$ cat src/rtl/adc_timing_pkg.sv
package adc_timing_pkg;
  typedef enum logic [1:0] {
    PH_IDLE   = 2'd0,
    PH_SAMPLE = 2'd1,
    PH_CONV   = 2'd2
  } phase_e;

  // strobes from control to datapath
  typedef struct packed {
    logic loadResult;
    logic clearStart;
  } ctrlStrobe_t;
endpackage

$ cat src/rtl/adc_timing_dp.sv
module adc_timing_dp
  import adc_timing_pkg::*;
#(
  parameter int RES_W   = 12,
  parameter int SRC_N   = 4,
  parameter int TMR_N   = 3,
  parameter int DIV_W   = 3,
  parameter int SHT_W   = 4,
  parameter int SLOT_W  = 4,
  parameter int SAT_EXP = 8,
  parameter int CNT_W   = 11
) (
  input  logic                     clk,
  input  logic                     rstN,
  input  logic [SRC_N-1:0]         srcTick,
  input  logic [$clog2(SRC_N)-1:0] srcSel,
  input  logic [DIV_W-1:0]         clkDiv,
  input  logic [TMR_N-1:0]         timerTrig,
  input  logic [$clog2(TMR_N+1)-1:0] trigSel,
  input  logic                     trigInvert,
  input  logic [SHT_W-1:0]         shtLow,
  input  logic [SHT_W-1:0]         shtHigh,
  input  logic [SLOT_W-1:0]        memSlot,
  input  logic                     swStartSet,
  input  logic [RES_W-1:0]         sarCode,
  input  ctrlStrobe_t              strobe,
  output logic                     convTick,
  output logic                     trigRaw,
  output logic [CNT_W-1:0]         sampleLen,
  output logic                     swStartBit,
  output logic [RES_W-1:0]         result,
  output logic                     done
);
  localparam int HALF_SLOT = 1 << (SLOT_W - 1);
  localparam int REQ_N     = TMR_N + 1;

  // conversion clock enable: divided source ticks
  logic [DIV_W-1:0] divCnt;
  logic             selTick;

  assign selTick  = srcTick[srcSel];
  assign convTick = selTick && (divCnt == clkDiv);

  always_ff @(posedge clk) begin
    if (!rstN) divCnt <= '0;
    else if (selTick) divCnt <= (divCnt == clkDiv) ? '0 : divCnt + 1'b1;
  end

  // request candidates: index 0 is the software flag
  logic [REQ_N-1:0] reqVec;
  assign reqVec[0] = swStartBit;
  for (genvar g = 1; g < REQ_N; g++) begin : gReq
    assign reqVec[g] = timerTrig[g-1];
  end
  assign trigRaw = reqVec[trigSel] ^ trigInvert;

  // sample interval decode with saturation
  logic [SHT_W-1:0] shtCode;
  logic [SHT_W-1:0] shtExp;
  assign shtCode   = (memSlot >= SLOT_W'(HALF_SLOT)) ? shtHigh : shtLow;
  assign shtExp    = (shtCode > SHT_W'(SAT_EXP)) ? SHT_W'(SAT_EXP) : shtCode;
  assign sampleLen = CNT_W'(4) << shtExp;

  // software flag, result capture and strobe
  always_ff @(posedge clk) begin
    if (!rstN) begin
      swStartBit <= 1'b0;
      result     <= '0;
      done       <= 1'b0;
    end else begin
      done <= strobe.loadResult;
      if (strobe.loadResult) result <= sarCode;
      if (strobe.clearStart) swStartBit <= 1'b0;
      else if (swStartSet)   swStartBit <= 1'b1;
    end
  end
endmodule

$ cat src/rtl/adc_timing_fsm.sv
module adc_timing_fsm
  import adc_timing_pkg::*;
#(
  parameter int CNT_W     = 11,
  parameter int CONV_CLKS = 13,
  parameter int SYNC_N    = 2
) (
  input  logic             clk,
  input  logic             rstN,
  input  logic             convTick,
  input  logic             trigRaw,
  input  logic             pulseMode,
  input  logic [CNT_W-1:0] sampleLen,
  output ctrlStrobe_t      strobe,
  output logic             sampleWin,
  output logic             convBusy,
  output logic             busy
);
  // synchroniser plus one edge-history stage
  logic [SYNC_N:0] syncQ;
  always_ff @(posedge clk) begin
    if (!rstN) syncQ[0] <= 1'b0;
    else if (convTick) syncQ[0] <= trigRaw;
  end
  for (genvar s = 1; s <= SYNC_N; s++) begin : gSync
    always_ff @(posedge clk) begin
      if (!rstN) syncQ[s] <= 1'b0;
      else if (convTick) syncQ[s] <= syncQ[s-1];
    end
  end

  logic trigLvl, trigRise;
  assign trigLvl  = syncQ[SYNC_N-1];
  assign trigRise = trigLvl && !syncQ[SYNC_N];

  phase_e          phase;
  logic [CNT_W-1:0] cnt;
  logic            sampleEnd, convEnd;

  assign sampleEnd = convTick && (phase == PH_SAMPLE) &&
                     (pulseMode ? (cnt == '0) : !trigLvl);
  assign convEnd   = convTick && (phase == PH_CONV) && (cnt == '0);

  always_ff @(posedge clk) begin
    if (!rstN) begin
      phase <= PH_IDLE;
      cnt   <= '0;
    end else if (convTick) begin
      unique case (phase)
        PH_IDLE: if (trigRise) begin
          phase <= PH_SAMPLE;
          cnt   <= sampleLen - 1'b1;
        end
        PH_SAMPLE: if (sampleEnd) begin
          phase <= PH_CONV;
          cnt   <= CNT_W'(CONV_CLKS - 1);
        end else if (cnt != '0) begin
          cnt <= cnt - 1'b1;
        end
        PH_CONV: if (convEnd) phase <= PH_IDLE;
                 else cnt <= cnt - 1'b1;
        default: phase <= PH_IDLE;
      endcase
    end
  end

  assign strobe.loadResult = convEnd;
  assign strobe.clearStart = convEnd;
  assign sampleWin = (phase == PH_SAMPLE);
  assign convBusy  = (phase == PH_CONV);
  assign busy      = (phase != PH_IDLE);
endmodule

$ cat src/rtl/adc_timing_ctrl.sv
module adc_timing_ctrl
  import adc_timing_pkg::*;
#(
  parameter int RES_W     = 12,
  parameter int DIV_W     = 3,
  parameter int SHT_W     = 4,
  parameter int SLOT_W    = 4,
  parameter int SAT_EXP   = 8,
  parameter int CONV_CLKS = 13,
  parameter int SYNC_N    = 2
) (
  input  logic             clk,
  input  logic             rstN,
  input  logic [3:0]       srcTick,
  input  logic [1:0]       srcSel,
  input  logic [DIV_W-1:0] clkDiv,
  input  logic [2:0]       timerTrig,
  input  logic [1:0]       trigSel,
  input  logic             trigInvert,
  input  logic             pulseMode,
  input  logic [SHT_W-1:0] shtLow,
  input  logic [SHT_W-1:0] shtHigh,
  input  logic [SLOT_W-1:0] memSlot,
  input  logic             swStartSet,
  input  logic [RES_W-1:0] sarCode,
  output logic             swStartBit,
  output logic             sampleWin,
  output logic             convBusy,
  output logic             busy,
  output logic             done,
  output logic [RES_W-1:0] result
);
  localparam int MAX_LEN = 4 << SAT_EXP;
  localparam int CNT_W   = $clog2(MAX_LEN + 1);

  ctrlStrobe_t      strobe;
  logic             convTick, trigRaw;
  logic [CNT_W-1:0] sampleLen;

  adc_timing_dp #(
    .RES_W(RES_W), .SRC_N(4), .TMR_N(3), .DIV_W(DIV_W), .SHT_W(SHT_W),
    .SLOT_W(SLOT_W), .SAT_EXP(SAT_EXP), .CNT_W(CNT_W)
  ) uDp (
    .clk(clk), .rstN(rstN), .srcTick(srcTick), .srcSel(srcSel),
    .clkDiv(clkDiv), .timerTrig(timerTrig), .trigSel(trigSel),
    .trigInvert(trigInvert), .shtLow(shtLow), .shtHigh(shtHigh),
    .memSlot(memSlot), .swStartSet(swStartSet), .sarCode(sarCode),
    .strobe(strobe), .convTick(convTick), .trigRaw(trigRaw),
    .sampleLen(sampleLen), .swStartBit(swStartBit), .result(result),
    .done(done)
  );

  adc_timing_fsm #(
    .CNT_W(CNT_W), .CONV_CLKS(CONV_CLKS), .SYNC_N(SYNC_N)
  ) uFsm (
    .clk(clk), .rstN(rstN), .convTick(convTick), .trigRaw(trigRaw),
    .pulseMode(pulseMode), .sampleLen(sampleLen), .strobe(strobe),
    .sampleWin(sampleWin), .convBusy(convBusy), .busy(busy)
  );
endmodule

$ cat config.mk
export PLATFORM = sky130hd
export DESIGN_NAME = adc_timing_ctrl
export DESIGN_NICKNAME = d
export VERILOG_FILES = /design/src/rtl/adc_timing_pkg.sv /design/src/rtl/adc_timing_dp.sv /design/src/rtl/adc_timing_fsm.sv /design/src/rtl/adc_timing_ctrl.sv
export SDC_FILE = /design/constraint.sdc
export NUM_CORES = 1
export LEC_CHECK = 0
export BUFFER_PORTS_ARGS = -buffer_cell sky130_fd_sc_hd__buf_2
export CAP_MARGIN = 10
export CORE_UTILIZATION = 35
export CTS_BUF_LIST = sky130_fd_sc_hd__clkbuf_8
export CTS_CLUSTER_SIZE = 8
export DETAILED_ROUTE_END_ITERATION = 10
export PLACE_DENSITY_LB_ADDON = 0.3
export SETUP_SLACK_MARGIN = 0.3
export SYNTH_ARGS = -nofsm -noshare
export SYNTH_HDL_FRONTEND = slang
export SYNTH_SLANG_ARGS = --single-unit
export TNS_END_PERCENT = 50
$ cat constraint.sdc
create_clock -name clk -period 3.1 [get_ports clk]
set_clock_uncertainty 0.05 [all_clocks]
set_input_delay 0.62 -clock clk [delete_from_list [all_inputs] [get_ports clk]]
set_output_delay 0.62 -clock clk [all_outputs]
set_load 0.005 [all_outputs]
==> results of run 1 <==
-- metal layers --
layer	vias to the layer above	part of all wire, %
met5	-	0
met4	0	1.2
met3	6	5.4
met2	52	46
met1	871	48
li1	987	-
-- cells by family (layout without fill, tap and decap cells) --
group	count (synthesis)	count (layout)	synth area share [%]
and+or+nand+nor	94	94	24.4
buffers and inverters	26	80	5.58
AOI/OAI and AO/OA	61	61	19.8
DFF	33	33	32.0
muxes	18	18	9.95
adders and majority gates	8	8	4.85
xor gates and xnor gates	8	8	3.40
-- power groups by stage --
stage | Combinational (W) | Clock, W | Sequential (W)
2_1_floorplan | 0.0000672 | 0 | 0.000443
3_3_place_gp | 0.000107 | 0 | 0.000443
3_5_place_dp | 0.000109 | 0 | 0.000443
4_1_cts | 0.000109 | 0.000426 | 0.000434
5_1_grt | 0.000123 | 0.000447 | 0.000434
6_report | 0.000108 | 0.000416 | 0.000434
-- repair_timing --
action / in CTS / in global routing
gates resized for setup: 0 / 2
endpoints found under the hold margin: 0 / 0
setup endpoints to repair: 0 / 7
setup buffers: 0 / 2
-- per-stage QoR --
| step | hold WS (ns) | util (%) |
|---|---|---|
| 6_report | 0.416 | 44.9 |
| 5_1_grt | 0.436 | 44.9 |
| 4_1_cts | 0.418 | 44.5 |
| 3_5_place_dp | 0.407 | 42.4 |
| 3_3_place_gp | 0.405 | 42.4 |
| 2_1_floorplan | 0.381 | - |
-- tightest hold or removal path: stages (launching register included) --
cell,delay (ns)
dfxtp_1,0.31
nand2_1,0.04
a21boi_0,0.06
-- cells in the final DEF (no fill, tap or decap), types with 6 or more instances in the layout --
cell,Yosys,layout
nor3_1,9,9
inv_1,12,13
a21oi_1,12,12
dfxtp_1,33,33
o21ai_0,16,16
mux2i_1,16,16
and2_1,7,7
nand2_1,21,21
clkbuf_8,0,6
ha_1,8,8
nor2_1,16,16
nor2b_1,14,14
xnor2_1,7,7
buf_2,2,56
-- flip-flops by register name (all words and copies together), names as in the netlist --
signal,count
uDp.divCnt,3
uFsm.cnt,11
uFsm.phase,2
uFsm.syncQ,2
uDp.result,12
uFsm.trigLvl,1
uDp.done,1
uDp.swStartBit,1
-- worst max-delay path by stage --
stage | to | slack [ns] | depth (start not counted)
floorplan | uFsm.cnt[4] | 0.62 | 6
global placement | uFsm.cnt[4] | 0.33 | 6
CTS | uFsm.cnt[4] | 0.30 | 6
global route | uFsm.cnt[4] | 0.30 | 6
detailed placement | uFsm.cnt[4] | 0.30 | 6
finish | uFsm.cnt[4] | 0.37 | 6
-- layout make-up --
class | instances | area [um2]
repair buffers | 60 | 310
inverters | 12 | 45.0
well taps | 72 | 90.1
multi-input cells | 189 | 1300
clock inverters | 2 | 33.8
fillers | 587 | 3090
clock buffers | 6 | 82.6
flip-flops and latches | 33 | 661
==> results.sh, run 1 <==
export IMPL_status="finished clean"
export IMPL_grt_busiest_layer="met2"
export IMPL_dp_slack_ns=0.303
export IMPL_dpl_instance_area_mm2=0.00238
export IMPL_power_switching_w=0.000216
export IMPL_rsz0062_at_grt="true"
export IMPL_cts_tree="built"
export IMPL_dp_final_hpwl_um=3250
export IMPL_synth_seq_area_share_pct=32.0
export IMPL_p_per_area_mw_per_mm2=380
export IMPL_ant_nets=0
export IMPL_antenna_found_initial=0
export IMPL_crit_type="reg2reg"
export IMPL_setup_tns_final_ns=0
export IMPL_vias=1916
export IMPL_start_util_pct=36.8
export IMPL_vdd_drop_max_mv=0.338
export IMPL_syn_avg_cell_area_um2=8.32
export IMPL_hold_buffers=0
export IMPL_cts_root_buf="clkbuf_8"
export IMPL_grt_pass1_vias=1825
export IMPL_fin_crit_sh_pct=87.9
export IMPL_fin_area_mm2=0.00252
export IMPL_power_w=0.000958
export IMPL_crit_fanout=11
export IMPL_drt_iter0_markers=67
export IMPL_nets=352
export IMPL_drive_above_1_share_pct=25.8
export IMPL_cp_required_ns=3.23
export IMPL_r2r_start="uFsm.cnt[2]"
export IMPL_netSwitchingFraction_pct=22.5
export IMPL_p_clk_share_pct=43.4
export IMPL_wl_per_cell_um=11.8
export IMPL_cts_made_buffers=5
export IMPL_synthFlopType="dfxtp_1"
export IMPL_grt_use_met1_pct=19.2
export IMPL_critPathSlowestCell="or4_4"
export IMPL_fp_dieArea_mm2=0.00621
export IMPL_clk_latency_ns=0.28
export IMPL_p_comb_share_pct=11.3
export IMPL_drc=0
export IMPL_viasPerCell=5.12
export IMPL_cp_start_kind="register"
export IMPL_grtUsageMet3_pct=3.79
export IMPL_drt_pass1_iter_count=4
export IMPL_place_congestion=0.803
export IMPL_worstMarginPinSlew_ns=0.587
export IMPL_fin_crit_ns=2.73
export IMPL_synth_area_top_cells="dfxtp_1 32%, mux2i_1 7.8%, ha_1 4.9%"
export IMPL_synth_top_area_share_pct=32.0
export IMPL_path_buf_inv=0
export IMPL_drv_cap=0
export IMPL_max_slew_margin_pct=60.5
export IMPL_crit_chain="or4_4 -> o41a_1 -> a211o_1 -> a211o_4 -> a21o_1 -> a32o_1"
export IMPL_reg2reg_to="uFsm.cnt[4]"
export IMPL_ios=60
export IMPL_setup_ws_ns=0.374
export IMPL_grt_overflow_total=0
export IMPL_r2r_slack_ns=0.37
export IMPL_max_clock_freq_ghz=0.367
export IMPL_internal_power_w=0.000742
export IMPL_yosys_warnings=0
export IMPL_endpoint_kind="register"
export IMPL_coreArea_mm2=0.00561
export IMPL_final_hold_viol_count=0
export IMPL_synth_cells=248
export IMPL_syn_area_mm2=0.00206
export IMPL_synth_async_reset_ratio_pct=0
export IMPL_synth_top_cell_by_area="dfxtp_1"
export IMPL_area_growth_pct=22.1
export IMPL_clk_pin_slew_ns=0.07
export IMPL_grt_max_degree=38
export IMPL_synth_edff_count=0
export IMPL_min_delay_start="uFsm.syncQ[2]"
export IMPL_cts_htree_levels=2
export IMPL_grt_pass1_wl_um=7730
export IMPL_clock_path_buffers=2
export IMPL_hp_class="reg2reg"
export IMPL_critical_path_max_stage_delay_ns=0.59
export IMPL_critPathLaunch="uFsm.cnt[2]"
export IMPL_fin_cells=374
export IMPL_wl_um=4420
export IMPL_seqPwrFrac_pct=45.3
export IMPL_num_rows=27
export IMPL_setup_viol=0
export IMPL_synth_net_count=299
export IMPL_track_usage_pct=15.4
export IMPL_worstPathArrival_ns=2.85
export IMPL_synth_cells_most_frequent="33 x dfxtp_1, 21 x nand2_1, 16 x mux2i_1, 16 x nor2_1, 16 x o21ai_0"
export IMPL_r2r_cells=6
export IMPL_port_buffers=56
export IMPL_place_inst=364
export IMPL_power_leakage_nw=1.11
export IMPL_numClockSinks=33
export IMPL_min_to="uFsm.syncQ[2]"
export IMPL_antenna_cells=0
export IMPL_grt_use_met2_pct=26.1
export IMPL_min_path_cells=2
export IMPL_cpLargestDelayFamily="compound AO/OA/AOI/OAI gates"
export IMPL_synth_seq_cells=33
export IMPL_slew_violations=0
export IMPL_ys_types=49
export IMPL_synth_most_common_cell="dfxtp_1"
export IMPL_die_w_um=78.8
export IMPL_chipHeight_um=78.8
No activity file was read; power rests on OpenSTA's default activity.
==> run 2, diff against run 1 <==
BUFFER_PORTS_ARGS = -buffer_cell sky130_fd_sc_hd__buf_4   (was -buffer_cell sky130_fd_sc_hd__buf_2)
==> run 2 against run 1 <==
  * Highest routed layer unchanged
  * Largest cell class unchanged
  * Via count shrank 0.52%
  * Maximum frequency shrank 0.40%
  * Routed wire length grew 5.7%
  * Hold slack gained 0.0053 ns
  * Sequential cell count is the same
  * Total power shrank 9.1%
  * Clock-buffer cell count shrank 1
==> results.sh, run 2 (synthesis results as in run 1) <==
export IMPL_setup_viol=0
export IMPL_min_delay_start="uFsm.syncQ[2]"
export IMPL_largest_register="uDp.result"
export IMPL_ios=60
export IMPL_max_slew_margin_pct=61.4
export IMPL_largest_reg_flops=12
export IMPL_numClockSinks=33
export IMPL_fin_area_mm2=0.00263
export IMPL_cp_required_ns=3.22
export IMPL_vdd_drop_max_mv=0.250
export IMPL_min_path_cells=2
export IMPL_grt_overflow_total=0
export IMPL_cp_start_kind="register"
export IMPL_netSwitchingFraction_pct=25.0
export IMPL_coreArea_mm2=0.00561
export IMPL_clk_pin_slew_ns=0.07
export IMPL_reg_top3="uDp.result x12, uFsm.cnt x11, uDp.divCnt x3"
export IMPL_min_to="uFsm.syncQ[2]"
export IMPL_clk_latency_ns=0.28
export IMPL_track_usage_pct=15.7
export IMPL_power_leakage_nw=1.13
export IMPL_cts_root_buf="clkbuf_8"
export IMPL_status="finished clean"
export IMPL_worstPathArrival_ns=2.86
export IMPL_fin_crit_sh_pct=88.3
export IMPL_fp_dieArea_mm2=0.00621
export IMPL_wl_um=4670
export IMPL_nets=352
export IMPL_reg2reg_to="uFsm.cnt[4]"
export IMPL_drt_pass1_iter_count=4
export IMPL_antenna_cells=0
export IMPL_drive_above_1_share_pct=26.2
export IMPL_start_util_pct=36.8
export IMPL_fin_cells=374
export IMPL_final_hold_viol_count=0
export IMPL_fin_crit_ns=2.74
export IMPL_vias=1906
export IMPL_clock_path_buffers=2
export IMPL_slew_violations=0
export IMPL_r2r_cells=6
export IMPL_antenna_found_initial=0
export IMPL_viasPerCell=5.10
export IMPL_internal_power_w=0.000653
export IMPL_grt_max_degree=38
export IMPL_dp_final_hpwl_um=3300
export IMPL_p_comb_share_pct=14.0
export IMPL_r2r_slack_ns=0.36
export IMPL_endpoint_kind="register"
export IMPL_cts_htree_levels=2
export IMPL_setup_tns_final_ns=0
export IMPL_place_inst=364
export IMPL_r2r_start="uFsm.cnt[2]"
export IMPL_crit_type="reg2reg"
export IMPL_wl_per_cell_um=12.5
export IMPL_cts_made_buffers=5
export IMPL_max_clock_freq_ghz=0.365
export IMPL_port_buffers=56
export IMPL_drt_iter0_markers=101
export IMPL_drc=0
export IMPL_worstMarginPinSlew_ns=0.573
export IMPL_p_per_area_mw_per_mm2=331
export IMPL_grt_pass1_wl_um=7870
export IMPL_hp_class="reg2reg"
export IMPL_drv_cap=0
export IMPL_rsz0062_at_grt="true"
export IMPL_grt_pass1_vias=1825
export IMPL_area_growth_pct=27.4
export IMPL_seqPwrFrac_pct=49.8
export IMPL_chipHeight_um=78.8
export IMPL_final_common_cell="buf_4"
export IMPL_p_clk_share_pct=36.2
export IMPL_dpl_instance_area_mm2=0.00252
export IMPL_die_w_um=78.8
export IMPL_layout_common_cells="60 x buf_4, 33 x dfxtp_1, 21 x nand2_1"
export IMPL_power_switching_w=0.000218
export IMPL_num_rows=27
export IMPL_place_congestion=0.786
export IMPL_ant_nets=0
export IMPL_cts_tree="built"
export IMPL_crit_fanout=11
## run 2: layer usage
metal	vias to the layer above	routed length, um	global-route usage [%]
li1	984	-	-
met1	851	2140	18.9
met2	65	2180	26.6
met3	6	307	4.14
met4	0	38	6.11
met5	-	0	0
## run 2: how the worst max path moves through the flow
stage | from | to | slack, ns | depth (start not counted)
2_1_floorplan | uFsm.cnt[2] | uFsm.cnt[4] | 0.62 | 6
3_3_place_gp | uFsm.cnt[2] | uFsm.cnt[4] | 0.32 | 6
3_5_place_dp | srcSel[0] | uFsm.cnt[4] | 0.30 | 7
4_1_cts | uFsm.cnt[2] | uFsm.cnt[4] | 0.30 | 6
5_1_grt | uFsm.cnt[2] | uFsm.cnt[4] | 0.29 | 6
6_report | uFsm.cnt[2] | uFsm.cnt[4] | 0.36 | 6
## run 2: metrics by stage
step / power [W] / util [%] / hold WS, ns / setup slack (ns)
after floorplan: 0.000510 / - / 0.381 / 0.617
after global routing: 0.000918 / 46.9 / 0.447 / 0.291
after global placement: 0.000565 / 44.9 / 0.403 / 0.322
final: 0.000871 / 46.9 / 0.421 / 0.363
after detailed placement: 0.000566 / 44.9 / 0.407 / 0.304
after CTS: 0.000883 / 46.5 / 0.421 / 0.300
## run 2: worst max-delay path, stage by stage, from the launching register on
cell and delay (ns):
dfxtp_1 0.36, or4_4 0.59, o41a_1 0.44, a211o_1 0.39, a211o_4 0.44, a21o_1 0.18
a32o_1 0.19
## run 2: layout make-up
type | count | area (um2)
Clock inverter | 3 | 17.5
Multi-Input combinational cell | 189 | 1300
Sequential cell | 33 | 661
Clock buffer | 5 | 68.8
Timing Repair Buffer | 60 | 450
Tap cell | 72 | 90.1
Fill cell | 583 | 2980
Inverter | 12 | 45.0
## run 2: what timing repair did
action,4_1_cts,5_1_grt
hold buffers,0,0
resized for setup,0,2
buffers inserted,0,2
endpoints found under the setup margin,0,6
## run 2: power by group through the flow
| stage | Combinational (W) | Sequential (W) | Clock, W |
|---|---|---|---|
| detailed placement | 0.000123 | 0.000443 | 0 |
| floorplan | 0.0000672 | 0.000443 | 0 |
| global route | 0.000136 | 0.000434 | 0.000347 |
| CTS | 0.000123 | 0.000434 | 0.000327 |
| global placement | 0.000122 | 0.000443 | 0 |
| finish | 0.000122 | 0.000434 | 0.000315 |
